--- src/rtl/pwrup_pkg.sv ---
package pwrup_pkg;

    typedef enum logic [3:0] {
        S_IDLE,
        S_RST,
        S_PWR,
        S_CLK,
        S_WAIT_CLK,
        S_UNCLAMP,
        S_WAIT_CLAMP,
        S_DONE,
        S_UNCLK,
        S_UNPWR,
        S_FAIL
    } seq_state_e;

    localparam logic [1:0] ERR_NONE  = 2'd0;
    localparam logic [1:0] ERR_RANGE = 2'd1;
    localparam logic [1:0] ERR_CLK   = 2'd2;
    localparam logic [1:0] ERR_CLAMP = 2'd3;

endpackage

--- src/rtl/pwrup_dom_dec.sv ---
module pwrup_dom_dec #(
    parameter int NUM_DOMAINS = 6,
    parameter int IDX_W       = 4
) (
    input  logic [IDX_W-1:0]       idx_i,
    output logic [NUM_DOMAINS-1:0] onehot_o,
    output logic                   in_range_o
);

    for (genvar g = 0; g < NUM_DOMAINS; g++) begin : g_dec
        assign onehot_o[g] = (idx_i == IDX_W'(g));
    end

    assign in_range_o = |onehot_o;

endmodule

--- src/rtl/pwrup_tick_cnt.sv ---
module pwrup_tick_cnt #(
    parameter int SETTLE = 2500,
    parameter int TMO    = 1000
) (
    input  logic clk,
    input  logic rst_n,
    input  logic clr_i,
    output logic settle_hit_o,
    output logic tmo_hit_o
);

    localparam int CNT_MAX = (SETTLE > TMO) ? SETTLE : TMO;
    localparam int CNT_W   = $clog2(CNT_MAX + 1);

    logic [CNT_W-1:0] cnt_d, cnt_q;

    always_comb begin
        cnt_d = cnt_q;
        if (clr_i) begin
            cnt_d = '0;
        end else if (cnt_q != CNT_W'(CNT_MAX)) begin
            cnt_d = cnt_q + 1'b1;
        end
    end

    always_ff @(posedge clk or negedge rst_n) begin
        if (!rst_n) begin
            cnt_q <= '0;
        end else begin
            cnt_q <= cnt_d;
        end
    end

    assign settle_hit_o = (cnt_q == CNT_W'(SETTLE - 1));
    assign tmo_hit_o    = (cnt_q == CNT_W'(TMO - 1));

endmodule

--- src/rtl/pwrup_seq.sv ---
module pwrup_seq
    import pwrup_pkg::*;
#(
    parameter int NUM_DOMAINS = 6,
    parameter int CYC_PER_US  = 250,
    parameter int SETTLE_US   = 10,
    parameter int CLK_TMO     = 1000,
    parameter int IDX_W       = $clog2(NUM_DOMAINS) + 1
) (
    input  logic                   clk,
    input  logic                   rst_n,
    input  logic                   start_i,
    input  logic [IDX_W-1:0]       dom_i,
    input  logic [NUM_DOMAINS-1:0] pwr_status_i,
    input  logic                   clk_rdy_i,
    input  logic                   clamp_err_i,
    output logic [NUM_DOMAINS-1:0] prst_o,
    output logic [NUM_DOMAINS-1:0] clk_en_o,
    output logic                   pwr_toggle_o,
    output logic                   unclamp_o,
    output logic [IDX_W-1:0]       dom_o,
    output logic                   busy_o,
    output logic                   done_o,
    output logic                   err_o,
    output logic [1:0]             err_code_o
);

    localparam int SETTLE = SETTLE_US * CYC_PER_US;

    typedef struct packed {
        seq_state_e             st;
        logic [IDX_W-1:0]       dom;
        logic [NUM_DOMAINS-1:0] prst;
        logic [NUM_DOMAINS-1:0] clk_en;
        logic                   toggle;
        logic                   unclamp;
        logic                   done;
        logic                   err;
        logic [1:0]             code;
    } seq_regs_t;

    seq_regs_t r_d, r_q;

    logic [NUM_DOMAINS-1:0] oh_in, oh_cur;
    logic                   in_range, cur_valid;
    logic                   cur_powered;
    logic                   settle_hit, tmo_hit;
    logic                   cnt_clr;

    pwrup_dom_dec #(
        .NUM_DOMAINS(NUM_DOMAINS),
        .IDX_W      (IDX_W)
    ) i_dec_in (
        .idx_i     (dom_i),
        .onehot_o  (oh_in),
        .in_range_o(in_range)
    );

    pwrup_dom_dec #(
        .NUM_DOMAINS(NUM_DOMAINS),
        .IDX_W      (IDX_W)
    ) i_dec_cur (
        .idx_i     (r_q.dom),
        .onehot_o  (oh_cur),
        .in_range_o(cur_valid)
    );

    assign cur_powered = cur_valid && |(pwr_status_i & oh_cur);
    assign cnt_clr     = (r_d.st != r_q.st);

    pwrup_tick_cnt #(
        .SETTLE(SETTLE),
        .TMO   (CLK_TMO)
    ) i_tick (
        .clk         (clk),
        .rst_n       (rst_n),
        .clr_i       (cnt_clr),
        .settle_hit_o(settle_hit),
        .tmo_hit_o   (tmo_hit)
    );

    always_comb begin
        r_d         = r_q;
        r_d.toggle  = 1'b0;
        r_d.unclamp = 1'b0;
        r_d.done    = 1'b0;
        r_d.err     = 1'b0;
        unique case (r_q.st)
            S_IDLE: begin
                if (start_i) begin
                    if (in_range) begin
                        r_d.dom  = dom_i;
                        r_d.prst = r_q.prst | oh_in;
                        r_d.code = ERR_NONE;
                        r_d.st   = S_RST;
                    end else begin
                        r_d.code = ERR_RANGE;
                        r_d.err  = 1'b1;
                        r_d.st   = S_FAIL;
                    end
                end
            end
            S_RST: begin
                r_d.toggle = !cur_powered;
                r_d.st     = S_PWR;
            end
            S_PWR: begin
                r_d.clk_en = r_q.clk_en | oh_cur;
                r_d.st     = S_CLK;
            end
            S_CLK: begin
                if (clk_rdy_i) begin
                    r_d.st = S_WAIT_CLK;
                end else if (tmo_hit) begin
                    r_d.clk_en = r_q.clk_en & ~oh_cur;
                    r_d.toggle = cur_powered;
                    r_d.code   = ERR_CLK;
                    r_d.st     = S_UNPWR;
                end
            end
            S_WAIT_CLK: begin
                if (settle_hit) begin
                    r_d.unclamp = 1'b1;
                    r_d.st      = S_UNCLAMP;
                end
            end
            S_UNCLAMP: begin
                if (clamp_err_i) begin
                    r_d.clk_en = r_q.clk_en & ~oh_cur;
                    r_d.code   = ERR_CLAMP;
                    r_d.st     = S_UNCLK;
                end else begin
                    r_d.st = S_WAIT_CLAMP;
                end
            end
            S_WAIT_CLAMP: begin
                if (settle_hit) begin
                    r_d.prst = r_q.prst & ~oh_cur;
                    r_d.done = 1'b1;
                    r_d.st   = S_DONE;
                end
            end
            S_UNCLK: begin
                r_d.toggle = cur_powered;
                r_d.st     = S_UNPWR;
            end
            S_UNPWR: begin
                r_d.err = 1'b1;
                r_d.st  = S_FAIL;
            end
            S_DONE:  r_d.st = S_IDLE;
            S_FAIL:  r_d.st = S_IDLE;
            default: r_d.st = S_IDLE;
        endcase
    end

    always_ff @(posedge clk or negedge rst_n) begin
        if (!rst_n) begin
            r_q <= '{st: S_IDLE, default: '0};
        end else begin
            r_q <= r_d;
        end
    end

    assign prst_o       = r_q.prst;
    assign clk_en_o     = r_q.clk_en;
    assign pwr_toggle_o = r_q.toggle;
    assign unclamp_o    = r_q.unclamp;
    assign dom_o        = r_q.dom;
    assign busy_o       = (r_q.st != S_IDLE);
    assign done_o       = r_q.done;
    assign err_o        = r_q.err;
    assign err_code_o   = r_q.code;

endmodule

--- config.mk ---
export PLATFORM = sky130hd
export DESIGN_NAME = pwrup_seq
export DESIGN_NICKNAME = d
export VERILOG_FILES = /design/src/rtl/pwrup_pkg.sv /design/src/rtl/pwrup_dom_dec.sv /design/src/rtl/pwrup_tick_cnt.sv /design/src/rtl/pwrup_seq.sv
export SDC_FILE = /design/constraint.sdc
export NUM_CORES = 1
export LEC_CHECK = 0
export ABC_CLOCK_PERIOD_IN_PS = 2300
export BUFFER_PORTS_ARGS = -buffer_cell sky130_fd_sc_hd__buf_2
export CORE_MARGIN = 2
export CORE_UTILIZATION = 45
export DETAILED_ROUTE_END_ITERATION = 10
export PLACE_DENSITY_LB_ADDON = 0.2
export SETUP_SLACK_MARGIN = 0.2
export SLEW_MARGIN = 20
export SYNTH_ARGS = -nofsm -noshare
export SYNTH_HDL_FRONTEND = slang
export SYNTH_SLANG_ARGS = --single-unit
--- constraint.sdc ---
create_clock -name clk -period 2.3 [get_ports clk]
set_input_delay 0.115 -clock clk [delete_from_list [all_inputs] [get_ports clk]]
set_output_delay 0.115 -clock clk [all_outputs]
set_load 0.01 [all_outputs]
## Word level (Yosys, flattened, before mapping)

Index checks and enable logic that the tools add are counted.

| word-level totals | value |
|---|---|
| register bits | 38 |
| word-level logic and storage cells | 91 |

| operators by class | value |
|---|---|
| eq/ne operators | 28 |
| bitwise operators | 6 |
| reductions and logical operators | 17 |
| add/subtract/negate cells | 1 |
| multiplexer cells | 29 |

Operator list:

| cell | count |
|---|---|
| $pmux W4 S9 | 1 |
| $eq A4 B3 Y1 const B | 7 |
| $eq A4 B2 Y1 const B | 6 |
| $mux W12 | 2 |
| $mux W4 | 6 |
| $and A6 B6 Y6 | 3 |
| $pmux W6 S3 | 1 |
| $reduce_or A6 Y1 | 3 |
| $mux W14 | 1 |
| $mux W7 | 2 |
| $add A12 B1 Y12 const B | 1 |
| $eq A12 B10 Y1 const B | 1 |
| $eq A12 B12 Y1 const B | 1 |
| $eq A4 B1 Y1 const B | 3 |
| $logic_not A4 Y1 | 3 |
| $mux W6 | 2 |
| $ne A12 B12 Y1 const B | 1 |
| $or A6 B6 Y6 | 2 |
| $pmux W6 S2 | 1 |
| $mux W10 | 1 |
| $eq A4 B4 Y1 const B | 2 |
| $reduce_and A4 Y1 | 2 |
| $mux W2 | 3 |
| $ne A2 B1 Y1 const B | 3 |
| 15 further kinds | 23 |

## Logic depth before layout (Yosys ltp)

| depth | value |
|---|---|
| depth after elaboration | 7 |
| mapped depth | 7 |

## By module

A second synthesis with hierarchy kept.

| unflattened totals | value |
|---|---|
| cell total of the unflattened synthesis | 238 |
| area total of the unflattened synthesis | 2304.7 µm² |

Modules (own cells, without submodules):

| module | instances | cells each | area an instance (µm²) |
|---|---|---|---|
| pwrup_seq | 1 | 150 | 1486.4 |
| pwrup_tick_cnt | 1 | 74 | 693.2 |
| pwrup_dom_dec | 2 | 7 | 62.6 |

## Worst setup path before layout

Ideal clock, no wire load.

| timing | value |
|---|---|
| path kind | reg-to-reg |
| from | reg i_tick.cnt_q[5] |
| to | reg r_q (netlist bit prst_o[1]) |
| library setup time | 121 ps |
| path slack | 301 ps |
| required time | 2179 ps |
| clock period less this slack | 1999 ps |
| data arrival time | 1878 ps |
| cell stages (with the launch flop) | 7 |
| path buffers | 0 |
| path through | dfrtp_1 or3b_1 or4_1 or3_4 clkinv_4 nand2_2 a22o_1 |

| on the way | value |
|---|---|
| cells in the longest elaborated chain, start to end | 3 |

RTL lines:

| what | line | RTL |
|---|---|---|
| start: declaration | pwrup_tick_cnt.sv:15 | `logic [CNT_W-1:0] cnt_d, cnt_q;` |
| start signal: assignment | pwrup_tick_cnt.sv:30 | `cnt_q <= cnt_d;` |
| $eq A12 B12 Y1 | pwrup_tick_cnt.sv:34 | `assign settle_hit_o = (cnt_q == CNT_W'(SETTLE - 1));` |
| $ne A2 B1 Y1 (no source line) | - |  |
| $reduce_and A4 Y1 (no source line) | - |  |
| end signal: assignment | pwrup_seq.sv:161 | `r_q <= r_d;` |
| end: declaration | pwrup_seq.sv:42 | `seq_regs_t r_d, r_q;` |

Every way passes these cells.
A chain may end at the register's enable or synchronous reset.

## Worst setup path after layout

| timing | value |
|---|---|
| from | reg r_q[25] in the netlist's numbering |
| to | reg r_q (netlist bit prst_o[1]) |

| on the way | value |
|---|---|
| cells in the longest elaborated chain, start to end | 3 |

RTL lines:

| what | line | RTL |
|---|---|---|
| $eq A4 B3 Y1 / $logic_not A4 Y1 (equally long branches) | pwrup_seq.sv:88 | `unique case (r_q.st)` |
| $ne A2 B1 Y1 (no source line) (tied with other cells) | - |  |
| $reduce_and A4 Y1 (no source line) | - |  |

Several ways; a longest one is shown, not always the timed one.

==> flow_summary.html <==
<table>
<tr><th>Metric</th><th>Value</th></tr>
<tr><th colspan="2">Run status</th></tr>
<tr><td>Status</td><td>finished, final reports clean</td></tr>
<tr><th colspan="2">STA</th></tr>
<tr><td>Actual transition at the worst max-transition pin</td><td>slightly above 0.8 ns</td></tr>
<tr><td>Timing-limited maximum frequency</td><td>between 400 and 500 MHz</td></tr>
<tr><td>Setup violations, final</td><td>0</td></tr>
<tr><td>Number of hold violations in the final report</td><td>0</td></tr>
<tr><td>Max-Slew Margin vs Limit</td><td>0.453</td></tr>
<tr><td>Fin worst setup slack</td><td>roughly 0.27 ns</td></tr>
<tr><td>Unrepaired setup endpoints after global routing</td><td>true</td></tr>
<tr><td>Number of max-slew violations in the final report</td><td>0</td></tr>
<tr><td>Setup TNS Final</td><td>0 ns</td></tr>
<tr><td>Final worst path period need</td><td>about 2.0 ns</td></tr>
<tr><td>Final clock period utilization by the worst path</td><td>0.882</td></tr>
<tr><td>Fin Clk Skew</td><td>just over 0.008 ns</td></tr>
<tr><th colspan="2">Clock network</th></tr>
<tr><td>Clock tree sinks</td><td>38</td></tr>
<tr><td>Clk root buf</td><td>clkbuf_8</td></tr>
<tr><td>Worst-case clock buffer depth</td><td>2</td></tr>
<tr><td>Number of buffers created by CTS</td><td>5</td></tr>
<tr><td>Clock slew at reported path FFs</td><td>~0.08 ns</td></tr>
<tr><td>Clock latency reported for the late side of the worst-skew pair</td><td>around 0.29 ns</td></tr>
<tr><td>Clock H-tree levels</td><td>2</td></tr>
<tr><td>TritonCTS clock tree</td><td>done</td></tr>
<tr><th colspan="2">Cells and area</th></tr>
<tr><td>Fraction of final layout cells with drive strength greater than 1</td><td>0.278</td></tr>
<tr><td>Final Net Count</td><td>about 280</td></tr>
<tr><td>Number of antenna cells inserted</td><td>0</td></tr>
<tr><td>Area growth from synthesis to layout</td><td>14.2%</td></tr>
<tr><th colspan="2">GRT</th></tr>
<tr><td>Met3 routing resource usage after global routing</td><td>0.0412</td></tr>
<tr><td>Highest-utilization routing layer at the global route stage</td><td>met2</td></tr>
<tr><td>Grt met2 use</td><td>0.285</td></tr>
<tr><td>Total global routing overflow</td><td>0</td></tr>
<tr><td>Maximum number of pins on one net before global-route repair</td><td>39</td></tr>
<tr><td>Number of global-route vias before repair</td><td>between 1,500 and 2,000</td></tr>
<tr><td>Met1 track demand over resource</td><td>0.261</td></tr>
<tr><td>GRT Overall Usage</td><td>0.187</td></tr>
<tr><td>First-pass GRT wire length</td><td>7.70 mm</td></tr>
<tr><td>Antenna violations before repair</td><td>0</td></tr>
<tr><th colspan="2">Synthesis</th></tr>
<tr><td>Sequential cell area fraction in the yosys report</td><td>0.439</td></tr>
<tr><td>Number of different library cells in the post-synthesis netlist</td><td>49</td></tr>
<tr><td>Number of enable flip-flop cells after synthesis</td><td>0</td></tr>
<tr><td>Top_reg_cell synth</td><td>dfrtp_1</td></tr>
<tr><td>Most numerous cell in the Yosys netlist</td><td>dfrtp_1</td></tr>
<tr><td>Most used standard cells in the synthesized netlist</td><td>38 x dfrtp_1, 33 x nor2_1, 18 x buf_4, 16 x nand2_1, 11 x nor3_1</td></tr>
<tr><td>Leading cell types by total area after synthesis</td><td>dfrtp_1 44%, buf_4 6.2%, nor2_1 5.7%, a22o_1 3.2%, nand2_1 2.8%</td></tr>
<tr><td>Ys Warns</td><td>0</td></tr>
<tr><td>Synthesized area</td><td>approximately 2200 sq um</td></tr>
<tr><td>Async SR Flop Fraction</td><td>1.00</td></tr>
<tr><td>Post-synth top area cell</td><td>dfrtp_1</td></tr>
<tr><td>Post-synth top area share</td><td>0.439</td></tr>
<tr><td>Flip-flop and latch count after synthesis</td><td>38</td></tr>
<tr><td>Average cell area after synthesis</td><td>roughly 9.3 sq um</td></tr>
<tr><td>Instance count of the mapped netlist</td><td>around 230</td></tr>
<tr><td>Post-Synthesis Net Count</td><td>between 200 and 300</td></tr>
<tr><th colspan="2">Job</th></tr>
<tr><td>Max Cap Viol</td><td>0</td></tr>
<tr><th colspan="2">Setup path</th></tr>
<tr><td>Cell-by-cell listing of the critical path</td><td>or2b_2, or2_2, or3_4, clkinv_4, nand2_2, a22o_1</td></tr>
<tr><td>CP required</td><td>2.48 ns</td></tr>
<tr><td>Worst EP arrival</td><td>2.21 ns</td></tr>
<tr><td>Maximum fanout along the worst path</td><td>13</td></tr>
<tr><td>Type of origin of the critical path</td><td>register</td></tr>
<tr><td>Crit. End Element</td><td>register</td></tr>
<tr><td>Crit Path Category</td><td>reg -&gt; reg</td></tr>
<tr><td>Stage delay of the slowest cell on the critical path</td><td>about 0.5 ns</td></tr>
<tr><td>Buffers and inverters on the worst path</td><td>1</td></tr>
<tr><td>Delay-heaviest family, CP</td><td>simple AND/OR/NAND/NOR gates</td></tr>
<tr><td>Cell with the biggest individual delay on the critical path</td><td>dfrtp_2</td></tr>
<tr><th colspan="2">Routing</th></tr>
<tr><td>Iter 0 DRT Violations</td><td>slightly below 80</td></tr>
<tr><td>Mean number of vias per cell</td><td>5.54</td></tr>
<tr><td>Final wirelength</td><td>around 4.6 mm</td></tr>
<tr><td>Via count of the routed design</td><td>~1,800</td></tr>
<tr><td>Remaining number of nets flagged by the antenna check after routing</td><td>0</td></tr>
<tr><td>Detailed-route DRC error count</td><td>0</td></tr>
<tr><td>Post-detailed-route wirelength per cell</td><td>around 14 um</td></tr>
<tr><td>Pre-Repair DR Iteration Count</td><td>4</td></tr>
<tr><th colspan="2">Place</th></tr>
<tr><td>Routability congestion estimate</td><td>about 0.83</td></tr>
<tr><td>Dpl ws</td><td>between 0.2 and 0.25 ns</td></tr>
<tr><td>Sum of net half-perimeters after detailed placement</td><td>about 3.3 mm</td></tr>
<tr><td>Count of port buffers added during placement</td><td>37</td></tr>
<tr><th colspan="2">Floorplanning</th></tr>
<tr><td>I/O pins</td><td>38</td></tr>
<tr><td>Floorplan Core Area</td><td>approximately 4700 sq um</td></tr>
<tr><td>Placement row count</td><td>25</td></tr>
<tr><td>Vertical die dimension</td><td>73.4 um</td></tr>
<tr><td>Die width</td><td>~73 um</td></tr>
<tr><td>Total die area</td><td>between 5000 and 6000 sq um</td></tr>
<tr><td>Effective utilization at floorplan</td><td>0.462</td></tr>
<tr><th colspan="2">Pwr</th></tr>
<tr><td>Power Density</td><td>about 1100 nW/um^2</td></tr>
<tr><td>VDD IR-drop max</td><td>slightly above 0.0005 V</td></tr>
<tr><td>Leakage power of the design</td><td>~1.1 nW</td></tr>
<tr><th colspan="2">Worst hold path</th></tr>
<tr><td>Class of the most critical hold timing path</td><td>in -&gt; reg</td></tr>
</table>
==> worst paths after layout <==
| path | start | to | slack (ns) | cells after the start |
|---|---|---|---|---|
| worst max-delay path | r_q[25] | prst_o[1] | 0.27 | 6 |
| worst min-delay path | dom_i[0] | prst_o[0] | 0.07 | 2 |
| worst max register to register | r_q[25] | prst_o[1] | 0.27 | 6 |
| worst min register to register | err_code_o[1] | err_code_o[1] | 0.48 | 1 |
| max in group asynchronous | rst_n | r_q[24] | 1.29 | 2 |
| min in group asynchronous | rst_n | clk_en_o[1] | 0.45 | 2 |
==> worst reg2reg max path, stage by stage, from the launching register on <==
cell and delay, ns:
dfrtp_2 0.49, or2b_2 0.35, or2_2 0.34, or3_4 0.43, clkinv_4 0.07, nand2_2 0.04
a22o_1 0.19
==> stage by stage <==
step	power, mW	cells	instance area (sq um)	hold WS [ns]	utilization
after detailed placement	2.20	308	2320	0.278	0.494
after global routing	2.96	320	2470	0.0790	0.527
after global placement	2.20	308	2320	0.271	0.494
after CTS	2.77	317	2440	0.0605	0.520
final	2.77	320	2470	0.0745	0.527
after floorplan	1.96	233	2170	-0.181	-
==> what timing repair did <==
item / CTS / global route
setup buffers: 0 / 3
setup endpoints to repair: 0 / 21
endpoints found under the hold margin: 38 / 0
gates resized for setup: 0 / 5
hold buffers: 1 / 0
==> sequential cells by signal (all words and copies together) (netlist names) <==
signal        flops
i_tick.cnt_q     12
clk_en_o          6
prst_o            6
dom_o             4
r_q               4
err_code_o        2
done_o            1
err_o             1
pwr_toggle_o      1
unclamp_o         1
==> report_power, final <==
group | switching (mW) | leakage (nW) | internal [mW]
registers | 0.208 | 0.472 | 0.853
clock network | 0.238 | 0.0579 | 0.319
logic | 0.614 | 0.602 | 0.534
total | 1.06 | 1.13 | 1.71
==> per-layer routing <==
layer / wire length [um] / vias to the layer above
li1: - / 878
met1: 2290 / 849
met2: 2090 / 39
met3: 156 / 6
met4: 63 / 0
met5: 0 / -
==> area by class of cell <==
type                    instances  area (sq um)
fillers                       441          2220
multi-input cells             161          1020
flip-flops and latches         38           953
repair buffers                 49           278
clock buffers                   5          68.8
well taps                      54          67.6
inverters                      10          42.5
clock inverters                 3          40.0
==> cell families (layout without fill, tap and decap cells) <==
family                   Yosys count  in the layout  share of synthesized area
flip-flops                        38             38                      0.439
AO/OA/AOI/OAI                     44             44                      0.142
AND/OR/NAND/NOR                  100            100                      0.243
XOR/XNOR                           8              8                     0.0324
buffers and inverters             34             67                     0.0930
adder cells (fa/ha/maj)            2              2                     0.0116
multiplexers                       7              7                     0.0393
==> placed cells by master (no fill, tap or decap), types with 2 or more instances in the layout <==
master and instances:
a21oi_1 7, a22o_1 8, a2bb2oi_1 3, a31oi_1 2, and2_1 2, and3_1 3, buf_2 37, buf_4 11
clkbuf_8 5, clkinv_2 2, dfrtp_1 36, dfrtp_2 2, ha_1 2, inv_1 9, mux2_2 2, mux2i_1 4
nand2_1 16, nand2b_1 3, nand3_1 6, nand4_1 2, nand4b_1 2, nor2_1 33, nor3_1 11, nor4_1 3
o211ai_1 4, o21ai_0 8, o21ai_1 2, o22ai_1 2, o41ai_1 2, or2_2 2, or2b_2 2, or3_1 2
or3b_2 3, or4_1 2, xnor2_1 5, xor2_1 3
Power figures use the tool's default switching activity.
